==> src/rtl/pcu_pkg.sv <==
package pcu_pkg;

  localparam int PCU_ADDR_W = 11;
  localparam int PCU_STACK_DEPTH = 8;

  typedef enum logic [2:0] {
    PCU_STEP  = 3'd0,
    PCU_JUMP  = 3'd1,
    PCU_CALL  = 3'd2,
    PCU_RET   = 3'd3,
    PCU_RETLT = 3'd4,
    PCU_RETIN = 3'd5,
    PCU_WRLO  = 3'd6,
    PCU_HOLD  = 3'd7
  } pcu_op_e;

  function automatic logic pcu_is_return(input pcu_op_e op);
    return (op == PCU_RET) || (op == PCU_RETLT) || (op == PCU_RETIN);
  endfunction

endpackage

==> src/rtl/pcu_next.sv <==
module pcu_next
  import pcu_pkg::*;
#(
  parameter int ADDR_W = PCU_ADDR_W
) (
  input  pcu_op_e           op_i,
  input  logic [ADDR_W-1:0] pc_i,
  input  logic [ADDR_W-2:0] target_i,
  input  logic              page_i,
  input  logic [ADDR_W-1:0] saved_i,
  output logic [ADDR_W-1:0] next_o,
  output logic              push_o,
  output logic              pop_o,
  output logic [ADDR_W-1:0] link_o
);

  // sequential successor, wraps in the full address space
  function automatic logic [ADDR_W-1:0] seq_addr(input logic [ADDR_W-1:0] a);
    return a + ADDR_W'(1);
  endfunction

  // page bit on top of an in-page target
  function automatic logic [ADDR_W-1:0] paged_addr(input logic p,
                                                   input logic [ADDR_W-2:0] t);
    return {p, t};
  endfunction

  assign link_o = seq_addr(pc_i);
  assign push_o = (op_i == PCU_CALL);
  assign pop_o  = pcu_is_return(op_i);

  always_comb begin
    unique case (op_i)
      PCU_STEP:                    next_o = seq_addr(pc_i);
      PCU_JUMP, PCU_CALL, PCU_WRLO: next_o = paged_addr(page_i, target_i);
      PCU_RET, PCU_RETLT, PCU_RETIN: next_o = saved_i;
      default:                     next_o = pc_i;
    endcase
  end

endmodule

==> src/rtl/pcu_stack.sv <==
module pcu_stack
  import pcu_pkg::*;
#(
  parameter int ADDR_W = PCU_ADDR_W,
  parameter int DEPTH  = PCU_STACK_DEPTH
) (
  input  logic              clk,
  input  logic              rst_n,
  input  logic              push_i,
  input  logic              pop_i,
  input  logic [ADDR_W-1:0] data_i,
  output logic [ADDR_W-1:0] top_o
);

  localparam int PTR_W = (DEPTH > 1) ? $clog2(DEPTH) : 1;

  logic [ADDR_W-1:0] slot_q [DEPTH];
  logic [PTR_W-1:0]  wr_ptr_q;
  logic [PTR_W-1:0]  top_ptr;

  function automatic logic [PTR_W-1:0] ring_inc(input logic [PTR_W-1:0] p);
    return (int'(p) == DEPTH - 1) ? '0 : p + PTR_W'(1);
  endfunction

  function automatic logic [PTR_W-1:0] ring_dec(input logic [PTR_W-1:0] p);
    return (p == '0) ? PTR_W'(DEPTH - 1) : p - PTR_W'(1);
  endfunction

  assign top_ptr = ring_dec(wr_ptr_q);
  assign top_o   = slot_q[top_ptr];

  always_ff @(posedge clk or negedge rst_n) begin
    if (!rst_n) begin
      wr_ptr_q <= '0;
    end else if (push_i) begin
      wr_ptr_q <= ring_inc(wr_ptr_q);
    end else if (pop_i) begin
      wr_ptr_q <= top_ptr;
    end
  end

  for (genvar g = 0; g < DEPTH; g++) begin : g_slot
    always_ff @(posedge clk or negedge rst_n) begin
      if (!rst_n) begin
        slot_q[g] <= '0;
      end else if (push_i && (int'(wr_ptr_q) == g)) begin
        slot_q[g] <= data_i;
      end
    end
  end

  // a pushed address is what a following return sees
  a_r8_push_on_top: assert property (@(posedge clk) disable iff (!rst_n)
    push_i |=> top_o == $past(data_i));

endmodule

==> src/rtl/pc_paged_unit.sv <==
module pc_paged_unit
  import pcu_pkg::*;
#(
  parameter int ADDR_W = PCU_ADDR_W,
  parameter int DEPTH  = PCU_STACK_DEPTH
) (
  input  logic              clk,
  input  logic              rst_n,
  input  logic [2:0]        op_i,
  input  logic [ADDR_W-2:0] target_i,
  input  logic              page_sel_i,
  output logic [ADDR_W-1:0] pc_o
);

  localparam logic [ADDR_W-1:0] RESET_VEC = '1;

  pcu_op_e           op;
  logic [ADDR_W-1:0] pc_q;
  logic [ADDR_W-1:0] pc_next;
  logic [ADDR_W-1:0] stack_top;
  logic [ADDR_W-1:0] link_addr;
  logic              call_evt;
  logic              ret_evt;

  assign op = pcu_op_e'(op_i);

  pcu_next #(.ADDR_W(ADDR_W)) u_next (
    .op_i     (op),
    .pc_i     (pc_q),
    .target_i (target_i),
    .page_i   (page_sel_i),
    .saved_i  (stack_top),
    .next_o   (pc_next),
    .push_o   (call_evt),
    .pop_o    (ret_evt),
    .link_o   (link_addr)
  );

  pcu_stack #(.ADDR_W(ADDR_W), .DEPTH(DEPTH)) u_stack (
    .clk    (clk),
    .rst_n  (rst_n),
    .push_i (call_evt),
    .pop_i  (ret_evt),
    .data_i (link_addr),
    .top_o  (stack_top)
  );

  always_ff @(posedge clk or negedge rst_n) begin
    if (!rst_n) pc_q <= RESET_VEC;
    else        pc_q <= pc_next;
  end

  assign pc_o = pc_q;

  // jump merges the page bit
  a_r2_jump_paged: assert property (@(posedge clk) disable iff (!rst_n)
    (op == PCU_JUMP) |=> pc_o == {$past(page_sel_i), $past(target_i)});

  // computed write merges the page bit
  a_r4_write_paged: assert property (@(posedge clk) disable iff (!rst_n)
    (op == PCU_WRLO) |=> pc_o == {$past(page_sel_i), $past(target_i)});

  // the stack top after a call is the old address plus one
  a_r3_call_link: assert property (@(posedge clk) disable iff (!rst_n)
    call_evt |=> stack_top == ADDR_W'($past(pc_o) + 1'b1));

  // a return resumes at the saved address
  a_r5_ret_resume: assert property (@(posedge clk) disable iff (!rst_n)
    ret_evt |=> pc_o == $past(stack_top));

  // step advances by one
  a_r6_step_wrap: assert property (@(posedge clk) disable iff (!rst_n)
    (op == PCU_STEP) |=> pc_o == ADDR_W'($past(pc_o) + 1'b1));

  // hold keeps the address
  a_r7_hold_stable: assert property (@(posedge clk) disable iff (!rst_n)
    (op == PCU_HOLD) |=> $stable(pc_o));

endmodule

==> config.mk <==
export PLATFORM = sky130hd
export DESIGN_NAME = pc_paged_unit
export DESIGN_NICKNAME = d
export VERILOG_FILES = /design/src/rtl/pcu_pkg.sv /design/src/rtl/pcu_next.sv /design/src/rtl/pcu_stack.sv /design/src/rtl/pc_paged_unit.sv
export SDC_FILE = /design/constraint.sdc
export NUM_CORES = 1
export LEC_CHECK = 0
export BUFFER_PORTS_ARGS = -buffer_cell sky130_fd_sc_hd__buf_2
export CAP_MARGIN = 40
export CORE_MARGIN = 3
export CORE_UTILIZATION = 43
export CTS_BUF_LIST = sky130_fd_sc_hd__clkbuf_16
export CTS_CLUSTER_SIZE = 16
export DETAILED_ROUTE_END_ITERATION = 10
export PLACE_DENSITY_LB_ADDON = 0.2
export SETUP_SLACK_MARGIN = 0.2
export SYNTH_ARGS = -nofsm -noshare
export SYNTH_HDL_FRONTEND = slang
export SYNTH_SLANG_ARGS = --single-unit
==> constraint.sdc <==
create_clock -name clk -period 4.1 [get_ports clk]
set_input_delay 0.41 -clock clk [delete_from_list [all_inputs] [get_ports clk]]
set_output_delay 0.41 -clock clk [all_outputs]
set_load 0.01 [all_outputs]
==> run_results.csv <==
group,metric,value,unit
power,leakagePower,2.51,nW
timing,period_share,64.2,%
cts,cts-resized-gates,0,
power,finalPower,4.31,mW
global_route,grt_pass1_wl,22400,um
cts,root_buffer,"clkbuf_16",
global_route,grt_max_degree,71,
cts,numCtsBuffers,9,
setup_path,arrival,2.91,ns
synthesis,synth_nets,605,
routing,num_vias,4336,
setup_path,crit_type,"reg -> reg",
cts,cts_tree,"built",
timing,finalHoldViolCount,0,
setup_path,cp.required,4.38,ns
cts,cts_hold_buf,1,
cells_and_area,nets,610,
cts,post-cts-setup-buffer-count,0,
routing,wl_per_cell,19.4,um
synthesis,yosysTopAreaCell,"dfrtp_1",
floorplanning,rows,39,
floorplanning,start_util,45.1,%
cts,cts_sinks,102,
synthesis,syn_inst,581,
synthesis,syn-cell-area,5260,um2
cts,clk_path_buf_depth,2,
synthesis,synth.avg_cell_area,9.06,um2
floorplanning,dieArea,13600,um2
synthesis,yosysSeqAreaShare,48.8,%
power,power_density,746,nW/um2
placed_design,gp_congestion,0.887,
global_route,grt_pass1_vias,4009,
power,pwr-share-seq,42.8,%
cells_and_area,drive_gt1_share,15.7,%
power,power.share.clock,18.8,%
synthesis,synthFlopType,"dfrtp_1",
cts,insertion_delay,0.35,ns
synthesis,synth.area.top_cells,"dfrtp_1 (43%), o21ai_0 (6.1%), nand2_1 (5.6%), dfstp_2 (5.5%), nor2_1 (4.4%)",
timing,finalCriticalPeriod,2.63,ns
job,cap_violations,0,
timing,clock_skew,0.00735,ns
hold_path,hold_class,"in -> reg",
global_route,antenna_found_initial,0,
placed_design,dp_hpwl,9590,um
cells_and_area,syn2layout_area_growth,9.77,%
timing,slew_violations,0,
cts,clk_pin_slew,0.07,ns
placed_design,dp.cells,717,
routing,drc,0,
setup_path,end_kind,"register",
synthesis,ys_warn_count,0,
timing,finalSetupViolations,0,
routing,vias_per_cell,5.91,
outcome,status,"finished clean",
synthesis,ys_seq_elements,102,
routing,postRouteAntennaNets,0,
floorplanning,fp.coreArea,11700,um2
floorplanning,die_w,117,um
timing,worst_slack,1.47,ns
cells_and_area,final_cells,734,
floorplanning,die_y,117,um
power,p_comb_share,38.5,%
floorplanning,ios,27,
global_route,overflow,0,
synthesis,synth_top_area_share,43.3,%
routing,first_iter_violations,435,
power,p_switching,1.75,mW
placed_design,io_buffers,26,
synthesis,async_reset_ff_share,100,%
timing,slew_headroom,41.3,%
routing,dr.pass1.iters,5,
synthesis,synth_edf_count,0,
power,netSwitchingFraction,40.7,%
setup_path,cp_max_fo,14,
placed_design,dpl_worst_slack,1.42,ns
timing,clock.fmax,0.380,GHz
timing,rsz0062_at_grt,"no",
timing,tns,0,ns
timing,tightest_slew,0.877,ns
global_route,grt_use_total,21.8,%
power,peakVddDrop,0.272,mV
cts,cts_htree_levels,3,
synthesis,synth_cell_types,53,
cells_and_area,antenna_cells,0,
routing,routed_wl,14200,um
power,p_int,2.56,mW
setup_path,cp-start-kind,"register",
## area by class of cell
type                            instances  area (um2)
Sequential cell                       102        2570
Inverter                               20        75.1
Tap cell                              143         179
Clock buffer                            9         225
Timing Repair Buffer                   38         245
Fill cell                            1096        5890
Clock inverter                          7        48.8
Multi-Input combinational cell        415        2430
## final timing paths
path,start,slack (ns),endpoint,cells after the start
setup / recovery,pc_o[0],1.47,pc_o[10],6
hold / removal,target_i[5],0.34,pc_o[5],3
setup reg to reg,pc_o[0],1.47,pc_o[10],6
hold reg to reg,u_stack.slot_q[76],0.48,u_stack.slot_q[76],2
max in group asynchronous,rst_n,2.65,u_stack.slot_q[28],4
min in group asynchronous,rst_n,0.43,u_stack.slot_q[9],2
## cell usage in the layout, fill, tap and decap left out, types with 3 or more instances in the layout
cell / instances
and2_1: 4
xor2_1: 6
o221ai_1: 8
a21oi_1: 37
dfrtp_1: 90
buf_2: 25
mux2_2: 19
clkinvlp_4: 3
a31oi_1: 13
a211o_1: 3
a311oi_1: 6
buf_4: 11
nor2b_1: 8
a211oi_1: 8
inv_1: 19
ha_1: 8
nor2_1: 62
nor3_1: 5
nand3_1: 19
xnor2_1: 4
a22oi_1: 5
mux2i_1: 4
o22ai_1: 12
nand2_1: 79
nand4_1: 3
dfstp_2: 11
clkbuf_16: 9
o32a_1: 4
a21o_1: 4
o21ai_0: 64
## registers in the layout, summed over array words and instances, names as in the netlist
name,cells
pc_o,11
u_stack.slot_q,88
u_stack.wr_ptr_q,3
## worst max-delay path: stages, from the launching register on
cell     delay [ns]
dfstp_2        0.70
ha_1           0.26
and4_1         0.25
or3b_1         0.37
xor2_1         0.56
nor2_1         0.08
o32a_2         0.33
## cell families after synthesis
kind of cell / Yosys count / synth area share, %
xor+xnor: 10 / 1.66
mux: 23 / 4.83
buf+inv: 64 / 4.95
fa+ha+maj: 8 / 1.90
flops: 102 / 48.8
simple gates: 192 / 15.8
compound gates: 182 / 22.1
## cells in the mapped netlist, types with 11 or more instances
library cell,n
dfrtp_1,91
nand2_1,79
o21ai_0,64
nor2_1,62
a21oi_1,37
clkbuf_1,23
inv_1,19
mux2_2,19
nand3_1,19
buf_2,16
a31oi_1,13
o22ai_1,12
dfstp_2,11
## through the flow
step                      hold slack, ns  utilization [%]  instance area [um2]
final                              0.345             49.5                 5780
after detailed placement           0.247             47.1                 5490
after floorplan                    0.114                -                 5260
after global placement             0.457             46.6                 5430
after global routing               0.367             49.5                 5780
after CTS                          0.341             49.5                 5780
## power groups by stage
stage	Sequential, mW	Clock [mW]	Combinational (mW)
after floorplan	1.77	0	1.12
after global placement	1.84	0	1.57
after detailed placement	1.85	0	1.64
after CTS	1.83	0.818	1.65
after global routing	1.90	0.867	1.84
final	1.84	0.809	1.66
## layer usage
layer  track usage (%)  share of wire, %  up-vias
li1                  -                 -     2068
met1              32.1                49     2109
met2              31.9                43      132
met3              5.13               5.7       27
met4              6.73               2.3        0
met5                 0                 0        -
Note: power is estimated with default switching activity, not from simulation.
